### src/rtl/i2c_tgt_pkg.sv
package i2c_tgt_pkg;

  typedef enum logic [3:0] {
    ST_IDLE,
    ST_DEV,
    ST_ACK_DEV,
    ST_SUB,
    ST_ACK_SUB,
    ST_WR,
    ST_ACK_WR,
    ST_RD,
    ST_MACK
  } tgt_state_e;

  // address byte carries the device address in bits 7..1
  function automatic logic addr_hit(input logic [7:0] frame, input logic [6:0] dev);
    return frame[7:1] == dev;
  endfunction

  function automatic logic within_top(input logic [15:0] v, input logic [15:0] top);
    return v <= top;
  endfunction

  // read pointer advance, pinned at the top register
  function automatic logic [15:0] rd_advance(input logic [15:0] v, input logic [15:0] top);
    return (v >= top) ? top : v + 16'd1;
  endfunction

endpackage

### src/rtl/i2c_line_sync.sv
module i2c_line_sync #(
  parameter int unsigned STAGES = 2
) (
  input  logic clk,
  input  logic rst_n,
  input  logic scl_i,
  input  logic sda_i,
  output logic scl_lvl,
  output logic sda_lvl,
  output logic scl_rise,
  output logic scl_fall,
  output logic start_det,
  output logic stop_det
);

  logic [STAGES-1:0] scl_sh;
  logic [STAGES-1:0] sda_sh;
  logic              scl_d;
  logic              sda_d;

  generate
    if (STAGES == 1) begin : g_one
      always_ff @(posedge clk or negedge rst_n) begin
        if (!rst_n) begin
          scl_sh <= '1;
          sda_sh <= '1;
        end else begin
          scl_sh <= scl_i;
          sda_sh <= sda_i;
        end
      end
    end else begin : g_chain
      always_ff @(posedge clk or negedge rst_n) begin
        if (!rst_n) begin
          scl_sh <= '1;
          sda_sh <= '1;
        end else begin
          scl_sh <= {scl_sh[STAGES-2:0], scl_i};
          sda_sh <= {sda_sh[STAGES-2:0], sda_i};
        end
      end
    end
  endgenerate

  always_ff @(posedge clk or negedge rst_n) begin
    if (!rst_n) begin
      scl_d <= 1'b1;
      sda_d <= 1'b1;
    end else begin
      scl_d <= scl_lvl;
      sda_d <= sda_lvl;
    end
  end

  assign scl_lvl   = scl_sh[STAGES-1];
  assign sda_lvl   = sda_sh[STAGES-1];
  assign scl_rise  = scl_lvl & ~scl_d;
  assign scl_fall  = ~scl_lvl & scl_d;
  assign start_det = scl_lvl & scl_d & sda_d & ~sda_lvl;
  assign stop_det  = scl_lvl & scl_d & ~sda_d & sda_lvl;

endmodule

### src/rtl/i2c_tgt_engine.sv
module i2c_tgt_engine
  import i2c_tgt_pkg::*;
#(
  parameter logic [6:0]  DEV_ADDR = 7'h3A,
  parameter int unsigned SUB_W    = 8,
  parameter int unsigned MAX_SUB  = 47
) (
  input  logic             clk,
  input  logic             rst_n,
  input  logic             scl_lvl,
  input  logic             sda_lvl,
  input  logic             scl_rise,
  input  logic             scl_fall,
  input  logic             start_det,
  input  logic             stop_det,
  output logic             sda_oe,
  output logic [SUB_W-1:0] reg_addr,
  output logic [7:0]       reg_wdata,
  output logic             reg_we,
  input  logic [7:0]       reg_rdata
);

  localparam int unsigned PTR_W = SUB_W + 1;
  localparam logic [15:0] TOP16 = 16'(MAX_SUB);

  tgt_state_e       state;
  logic [3:0]       bit_cnt;
  logic [7:0]       shreg;
  logic [PTR_W-1:0] ptr;
  logic             rw_q;
  logic             mack_q;
  logic             oe_q;
  logic             we_q;
  logic [7:0]       wdata_q;

  // named internal events
  logic             byte_done;
  logic             dev_hit;
  logic             sub_ok;
  logic             ptr_ok;
  logic [PTR_W-1:0] ptr_rd_next;
  logic             rx_phase;

  assign byte_done   = (bit_cnt == 4'd8);
  assign dev_hit     = addr_hit(shreg, DEV_ADDR);
  assign sub_ok      = within_top(16'(shreg), TOP16);
  assign ptr_ok      = within_top(16'(ptr), TOP16);
  assign ptr_rd_next = PTR_W'(rd_advance(16'(ptr), TOP16));
  assign rx_phase    = (state == ST_DEV) || (state == ST_SUB) || (state == ST_WR);

  always_ff @(posedge clk or negedge rst_n) begin
    if (!rst_n) begin
      state   <= ST_IDLE;
      bit_cnt <= 4'd0;
      shreg   <= 8'd0;
      ptr     <= '0;
      rw_q    <= 1'b0;
      mack_q  <= 1'b0;
      oe_q    <= 1'b0;
      we_q    <= 1'b0;
      wdata_q <= 8'd0;
    end else begin
      we_q <= 1'b0;
      if (start_det) begin
        state   <= ST_DEV;
        bit_cnt <= 4'd0;
        oe_q    <= 1'b0;
      end else if (stop_det) begin
        state <= ST_IDLE;
        oe_q  <= 1'b0;
      end else if (rx_phase) begin
        if (scl_rise && !byte_done) begin
          shreg   <= {shreg[6:0], sda_lvl};
          bit_cnt <= bit_cnt + 4'd1;
        end else if (scl_fall && byte_done) begin
          bit_cnt <= 4'd0;
          if (state == ST_DEV) begin
            if (dev_hit) begin
              oe_q  <= 1'b1;
              rw_q  <= shreg[0];
              state <= ST_ACK_DEV;
            end else begin
              state <= ST_IDLE;
            end
          end else if (state == ST_SUB) begin
            if (sub_ok) begin
              oe_q  <= 1'b1;
              ptr   <= PTR_W'(shreg);
              state <= ST_ACK_SUB;
            end else begin
              state <= ST_IDLE;
            end
          end else begin
            if (ptr_ok) begin
              oe_q    <= 1'b1;
              we_q    <= 1'b1;
              wdata_q <= shreg;
              state   <= ST_ACK_WR;
            end else begin
              state <= ST_IDLE;
            end
          end
        end
      end else begin
        case (state)
          ST_ACK_DEV: if (scl_fall) begin
            bit_cnt <= 4'd0;
            if (rw_q) begin
              shreg <= reg_rdata;
              oe_q  <= ~reg_rdata[7];
              state <= ST_RD;
            end else begin
              oe_q  <= 1'b0;
              state <= ST_SUB;
            end
          end
          ST_ACK_SUB: if (scl_fall) begin
            oe_q  <= 1'b0;
            state <= ST_WR;
          end
          ST_ACK_WR: if (scl_fall) begin
            oe_q  <= 1'b0;
            ptr   <= ptr + PTR_W'(1);
            state <= ST_WR;
          end
          ST_RD: if (scl_fall) begin
            if (bit_cnt == 4'd7) begin
              oe_q    <= 1'b0;
              bit_cnt <= 4'd0;
              state   <= ST_MACK;
            end else begin
              shreg   <= {shreg[6:0], 1'b0};
              oe_q    <= ~shreg[6];
              bit_cnt <= bit_cnt + 4'd1;
            end
          end
          ST_MACK: begin
            if (scl_rise) begin
              mack_q <= ~sda_lvl;
              if (!sda_lvl) ptr <= ptr_rd_next;
            end else if (scl_fall) begin
              if (mack_q) begin
                shreg   <= reg_rdata;
                oe_q    <= ~reg_rdata[7];
                bit_cnt <= 4'd0;
                state   <= ST_RD;
              end else begin
                state <= ST_IDLE;
              end
            end
          end
          default: ;
        endcase
      end
    end
  end

  assign sda_oe    = oe_q;
  assign reg_we    = we_q;
  assign reg_wdata = wdata_q;
  assign reg_addr  = ptr_ok ? ptr[SUB_W-1:0] : SUB_W'(MAX_SUB);

  AST_WE_WITH_ACK: assert property (@(posedge clk) disable iff (!rst_n)
    reg_we |-> (state == ST_ACK_WR && sda_oe));
  AST_WE_SINGLE: assert property (@(posedge clk) disable iff (!rst_n)
    reg_we |=> !reg_we);
  AST_STOP_IDLE: assert property (@(posedge clk) disable iff (!rst_n)
    stop_det && !start_det |=> (state == ST_IDLE && !sda_oe));
  AST_START_RESTART: assert property (@(posedge clk) disable iff (!rst_n)
    start_det |=> (state == ST_DEV && bit_cnt == 4'd0));
  AST_OE_SCL_LOW: assert property (@(posedge clk) disable iff (!rst_n)
    !$stable(sda_oe) |-> !scl_lvl);

endmodule

### src/rtl/i2c_reg_target.sv
module i2c_reg_target #(
  parameter logic [6:0]  DEV_ADDR = 7'h3A,
  parameter int unsigned SUB_W    = 8,
  parameter int unsigned MAX_SUB  = 47
) (
  input  logic             clk,
  input  logic             rst_n,
  input  logic             scl_i,
  input  logic             sda_i,
  output logic             sda_oe,
  output logic [SUB_W-1:0] reg_addr,
  output logic [7:0]       reg_wdata,
  output logic             reg_we,
  input  logic [7:0]       reg_rdata
);

  logic scl_lvl;
  logic sda_lvl;
  logic scl_rise;
  logic scl_fall;
  logic start_det;
  logic stop_det;

  i2c_line_sync #(.STAGES(2)) u_sync (
    .clk       (clk),
    .rst_n     (rst_n),
    .scl_i     (scl_i),
    .sda_i     (sda_i),
    .scl_lvl   (scl_lvl),
    .sda_lvl   (sda_lvl),
    .scl_rise  (scl_rise),
    .scl_fall  (scl_fall),
    .start_det (start_det),
    .stop_det  (stop_det)
  );

  i2c_tgt_engine #(
    .DEV_ADDR (DEV_ADDR),
    .SUB_W    (SUB_W),
    .MAX_SUB  (MAX_SUB)
  ) u_engine (
    .clk       (clk),
    .rst_n     (rst_n),
    .scl_lvl   (scl_lvl),
    .sda_lvl   (sda_lvl),
    .scl_rise  (scl_rise),
    .scl_fall  (scl_fall),
    .start_det (start_det),
    .stop_det  (stop_det),
    .sda_oe    (sda_oe),
    .reg_addr  (reg_addr),
    .reg_wdata (reg_wdata),
    .reg_we    (reg_we),
    .reg_rdata (reg_rdata)
  );

endmodule

### config.mk
export PLATFORM = sky130hd
export DESIGN_NAME = i2c_reg_target
export DESIGN_NICKNAME = d
export VERILOG_FILES = /design/src/rtl/i2c_tgt_pkg.sv /design/src/rtl/i2c_line_sync.sv /design/src/rtl/i2c_tgt_engine.sv /design/src/rtl/i2c_reg_target.sv
export SDC_FILE = /design/constraint.sdc
export NUM_CORES = 1
export LEC_CHECK = 0
export BUFFER_PORTS_ARGS = -buffer_cell sky130_fd_sc_hd__buf_4
export CAP_MARGIN = 20
export CORE_AREA = 2 2 70 72
export CTS_BUF_LIST = sky130_fd_sc_hd__clkbuf_4
export CTS_CLUSTER_DIAMETER = 40
export DETAILED_ROUTE_END_ITERATION = 6
export DIE_AREA = 0 0 72 74
export PLACE_DENSITY = 0.81
export SETUP_SLACK_MARGIN = 0.3
export SLEW_MARGIN = 20
export SYNTH_ARGS = -nofsm -noshare
export SYNTH_HDL_FRONTEND = slang
export SYNTH_SLANG_ARGS = --single-unit
export TNS_END_PERCENT = 10
### constraint.sdc
create_clock -name clk -period 2.4 [get_ports clk]
set_input_delay 0 -clock clk [delete_from_list [all_inputs] [get_ports clk]]
set_output_delay 0 -clock clk [all_outputs]
set_load 0.03 [all_outputs]
Yosys cells after proc, flatten, opt, wreduce, memory -nomap -nowiden
Index checks and enable logic that the tools add are counted.
{"block": "op_classes", "n_lt_le_gt_ge": 3, "eq_ne": 46, "n_addsub": 3, "muxes": 80, "n_reduce_logical": 18, "n_bitwise": 19}
{"cell": "$mux 4", "n": 24}
{"cell": "$mux 9", "n": 10}
{"cell": "$mux 8", "n": 10}
{"cell": "$mux 1", "n": 26}
{"cell": "$ne 5x3->1 const B", "n": 5}
{"cell": "$pmux 8 s3", "n": 1}
{"cell": "$reduce_and 11->1", "n": 2}
{"cell": "$ne 3x1->1 const B", "n": 7}
{"cell": "$eq 4x3->1 const B", "n": 5}
{"cell": "$add 9x1->9 const B", "n": 2}
{"cell": "$pmux 9 s2", "n": 1}
{"cell": "$ne 4x2->1 const B", "n": 4}
{"cell": "$ne 4x4->1 const B", "n": 4}
{"cell": "$pmux 4 s4", "n": 1}
{"cell": "$reduce_and 8->1", "n": 2}
{"cell": "$mux 3", "n": 4}
{"cell": "$ne 2x2->1 const B", "n": 6}
{"cell": "$ne 6x5->1 const B", "n": 2}
{"cell": "$not 1->1", "n": 12}
{"cell": "$pmux 4 s3", "n": 1}
{"cell": "$reduce_and 12->1", "n": 1}
{"cell": "$ge 9x6->1 const B", "n": 1}
{"cell": "$le 9x6->1 const B", "n": 1}
{"cell": "$reduce_and 9->1", "n": 1}
{"cell": "other kinds (25)", "n": 36}
{"block": "word_totals", "inputBits": 12, "out_inout_bits": 18, "regBits": 43}

Depth between registers and ports, before layout
{"block": "depth", "depth_word": 9, "depth_mapped": 8}

Hierarchy
Synthesis repeated with hierarchy kept, for this count alone.
{"block": "hier_totals", "hier_cells": 296, "area_unflattened_um2": 2728.9}
{"mod": "i2c_tgt_engine", "instances": 1, "cells_per_inst": 286, "area_per_inst_um2": 2538.7}
{"mod": "i2c_line_sync", "instances": 1, "cells_per_inst": 10, "area_per_inst_um2": 190.2}

Least setup slack after synthesis
No wires, ideal clock.
{"block": "synth_timing", "path_kind": "register to register", "startpoint": "register u_engine.state[3]", "endpoint": "register u_engine.ptr[8]", "path_stages_with_launch": 8, "setup_ns": 0.120, "arrival_ns": 1.884, "synth_period_minus_slack_ns": 2.004, "path_slack_ns": 0.396, "cell_sequence": "dfrtp_1 buf_6 or3b_1 o32ai_1 nor3_1 a2111oi_4 a21boi_0 a31o_2"}
{"block": "synth_between", "elab_chain_cells": 5, "word_cells_on_any_way": 19, "classes_between": "eq/ne: 13; mux: 2; reduce/logical: 4"}
{"item": "start, declared", "line": "i2c_tgt_engine.sv:26", "rtl": "tgt_state_e state;"}
{"item": "start signal, assigned", "line": "i2c_tgt_engine.sv:53", "rtl": "state <= ST_IDLE;"}
{"item": "start signal, assigned", "line": "i2c_tgt_engine.sv:65", "rtl": "state <= ST_DEV;"}
{"item": "start signal, assigned", "line": "i2c_tgt_engine.sv:69", "rtl": "state <= ST_IDLE;"}
{"item": "$eq 4x1->1 or $eq 4x2->1 (tied branches)", "line": "i2c_tgt_engine.sv:49, i2c_tgt_engine.sv:77, i2c_tgt_engine.sv:85"}
{"item": "$logic_or 1x1->1 (2 in a row)", "line": "i2c_tgt_engine.sv:49", "rtl": "assign rx_phase = (state == ST_DEV) || (state == ST_SUB) || (state == ST_WR);"}
{"item": "$ne 3x1->1 (no line) (tied with other cells)"}
{"item": "$reduce_and 11->1 (no line)"}
{"item": "end signal, assigned", "line": "i2c_tgt_engine.sv:88", "rtl": "ptr <= PTR_W'(shreg);"}
{"item": "end signal, assigned", "line": "i2c_tgt_engine.sv:123", "rtl": "ptr <= ptr + PTR_W'(1);"}
{"item": "end signal, assigned", "line": "i2c_tgt_engine.sv:140", "rtl": "if (!sda_lvl) ptr <= ptr_rd_next;"}
{"item": "end, declared", "line": "i2c_tgt_engine.sv:29", "rtl": "logic [PTR_W-1:0] ptr;"}
Several ways; a longest one is shown, not always the timed one.
A chain may end at the register's enable or synchronous reset.

Final worst setup path
{"block": "layout_timing", "startpoint": "register u_engine.state[2]", "endpoint": "register u_engine.ptr[5]"}
Same word-level chain as after synthesis.

==> impl_metrics.csv <==
group,metric,value,unit
status,status,"complete, no violations",
clock_network,cts_made_buffers,5,
timing,fin_setup_tns,0,ps
timing,max_freq,472,MHz
setup_path,worstPathArrival,2370,ps
floorplanning,start_util,56.9,%
power,pwr-share-comb,44.9,%
synth,ys_types,60,
synth,synth_area_leader_cell,"dfrtp_1",
cells_and_area,final_util,72.3,%
synth,yosys.cell_count.top_type,"nand2_1",
global_route,grt_max_degree,44,
global_route,track_usage,26.2,%
timing,final_hold_viol_count,0,
synth,synth.top_cell.area_share,35.4,%
power,p_per_area,761,nW/um^2
global_route,use_met2,43.7,%
floorplanning,coreArea,4600,um^2
placement,hpwl,4.58,mm
synth,ys_warn_count,0,
clock_network,cts_tree,"yes",
clock_network,clock_sinks,43,
route,drt_iter0_drc,234,
timing,tightest_slew,543,ps
global_route,grt_pass1_vias,2251,
route,post_drt_wl_per_cell,17.1,um
clock_network,htreeDepth,2,
timing,fin_crit_sh,88.3,%
synth,ys_top_cells_by_count,"nand2_1, dfrtp_1, o21ai_0",
setup_path,start_kind,"flip-flop",
timing,period_minus_slack,2120,ps
clock_network,clk_latency,360,ps
timing,rsz0062_at_grt,"true",
cells_and_area,fin_nets,372,
power,ir_drop,0.000431,V
global_route,grt_overflow_total,0,
power,switching_share,41.9,%
timing,finalClockSkew,14.4,ps
placement,dpl_cell_area,2940,um^2
synth,syn_inst,289,
power,p_seq_share,41.2,%
synth,synth.avg_cell_area,9.05,um^2
global_route,gr-usage-met3,3.93,%
route,routed_wl,7.05,mm
placement,place.gp.congestion,0.920,
timing,slew_viol_final,0,
clock_network,clockBufferDepth,2,
min_path,hold_path.class,"in2reg",
power,p_leak,1.51,nW
setup_path,r2r_setup_slack,280,ps
cells_and_area,n_antenna_cell,0,
synth,yosysSeqAreaShare,41.4,%
route,vias_per_cell,6.08,
global_route,antenna_found_initial,0,
cells_and_area,layout-drive-gt1-share,34.6,%
power,p_sw,1.06,mW
cells_and_area,final_design_area_no_fill,3320,um^2
timing,relSlewSlack,63.8,%
floorplanning,fp.dieW,72,um
placement,port_buffers,27,
power,p_clk_share,13.9,%
clock_network,clk_pin_slew,130,ps
floorplanning,dieHeight,74,um
synth,netlist_area,2620,um^2
synth,synth_area_leaders,"dfrtp_1, mux2_2, nand2_1",
synth,ys.flop_type,"dfrtp_1",
floorplanning,io_pins,30,
floorplanning,die-area,5330,um^2
setup_path,worstPathMaxFanout,11,
floorplanning,rows,25,
route,ant_nets,0,
synth,yosys_register_bits,43,
route,first_pass_iters,5,
global_route,grt_busiest_layer,"met2",
clock_network,cts-root-buf,"clkbuf_4",
synth,async_flop_share,100,%
synth,synth-edff-count,0,
setup_path,required,2650,ps
route,num_vias,2507,
route,drc_errors,0,
global_route,grtUsageMet1,36.0,%
setup_path,path_class,"reg2reg",
global_route,grt_pass1_wl,10.9,mm
cells_and_area,synthToLayoutAreaGrowth,27.0,%
flow_run,cap_violations,0,
power,p_int,1.47,mW
setup_path,cp-end-kind,"flip-flop",
timing,setup_viol,0,
[cell families (layout without fill, tap and decap cells)]
logic type / count (synthesis) / count (layout) / share of synthesized area [%]
flip-flops: 43 / 43 / 41.4
AO/OA/AOI/OAI: 71 / 71 / 19.4
multiplexers: 19 / 19 / 8.08
AND/OR/NAND/NOR: 126 / 126 / 24.2
XOR/XNOR: 1 / 1 / 0.335
other: 1 / 2 / 0.143
buffers and inverters: 24 / 92 / 4.69
adder cells (fa/ha/maj): 4 / 4 / 1.82
[layer usage]
layer	part of all wire [%]	vias to the layer above
met4	2.6	0
met3	5.3	22
met5	0	-
met1	44	1195
met2	48	113
li1	-	1177
[layout make-up]
type                            count  area [um^2]
Clock buffer                        5         37.5
Clock inverter                      3         15.0
Fill cell                         354         1270
Inverter                            9         33.8
Multi-Input combinational cell    223         1490
Sequential cell                    43         1090
Tap cell                           54         67.6
Timing Repair Buffer               75          588
[power groups by stage]
stage / sequential, mW / clock, mW / combinational [mW]
final: 1.04 / 0.351 / 1.13
after global routing: 1.06 / 0.383 / 1.22
after CTS: 1.03 / 0.359 / 1.05
after detailed placement: 1.05 / 0 / 1.03
after global placement: 1.04 / 0 / 1.01
after floorplan: 0.996 / 0 / 0.696
[stage by stage]
step / setup WS [ps] / instances / hold slack, ps / power, mW
2_1_floorplan: 396 / 290 / -296 / 1.69
3_3_place_gp: 185 / 374 / 24.9 / 2.05
3_5_place_dp: 165 / 374 / 23.9 / 2.08
4_1_cts: 268 / 392 / 62.6 / 2.45
5_1_grt: 130 / 412 / 113 / 2.66
6_report: 280 / 412 / 87.4 / 2.53
[timing repair]
item / 4_1_cts / 5_1_grt
buffers inserted: 0 / 19
hold endpoints to repair: 52 / 0
gates cloned: 0 / 1
endpoints found under the setup margin: 24 / 31
resized for setup: 7 / 21
pin swaps: 1 / 3
hold buffers: 10 / 0
[final timing paths]
kind | startpoint | endpoint | depth (start not counted)
max reg2reg | u_engine.state[2] | u_engine.ptr[5] | 8
max | u_engine.state[2] | u_engine.ptr[5] | 8
min | reg_rdata[0] | u_engine.shreg[0] | 4
min in group asynchronous | rst_n | u_engine.ptr[6] | 2
min reg2reg | u_sync.scl_sh[0] | u_sync.scl_sh[1] | 0
max in group asynchronous | rst_n | u_engine.state[1] | 2
[flip-flops by register name (all words and copies together) (netlist names), 2 cells and up]
signal	cells
u_engine.reg_wdata	8
u_engine.ptr	9
u_engine.shreg	8
u_engine.state	4
u_sync.scl_sh	2
u_engine.bit_cnt	4
u_sync.sda_sh	2
[critical path: stages, from the launching register on]
cell and delay [ps]:
dfrtp_2 490, nand2b_1 260, or3_1 390, a21oi_1 280, a2111oi_4 110, buf_6 160, buf_4 130, a21oi_1 130
a21oi_1 60
[placed cells by master, fill, tap and decap left out, types with 5 or more instances in the layout]
cell            n
a21oi_1        11
dfrtp_2         5
nor2_1         17
dfstp_2         6
buf_4          60
nand2b_1        6
nand2_1        48
dfrtp_1        32
nor3_1         11
dlygate4sd3_1  10
clkbuf_4        5
mux2_2         17
o21ai_0        18
inv_1           9
nand3_1        10
Power figures use the tool's default switching activity.
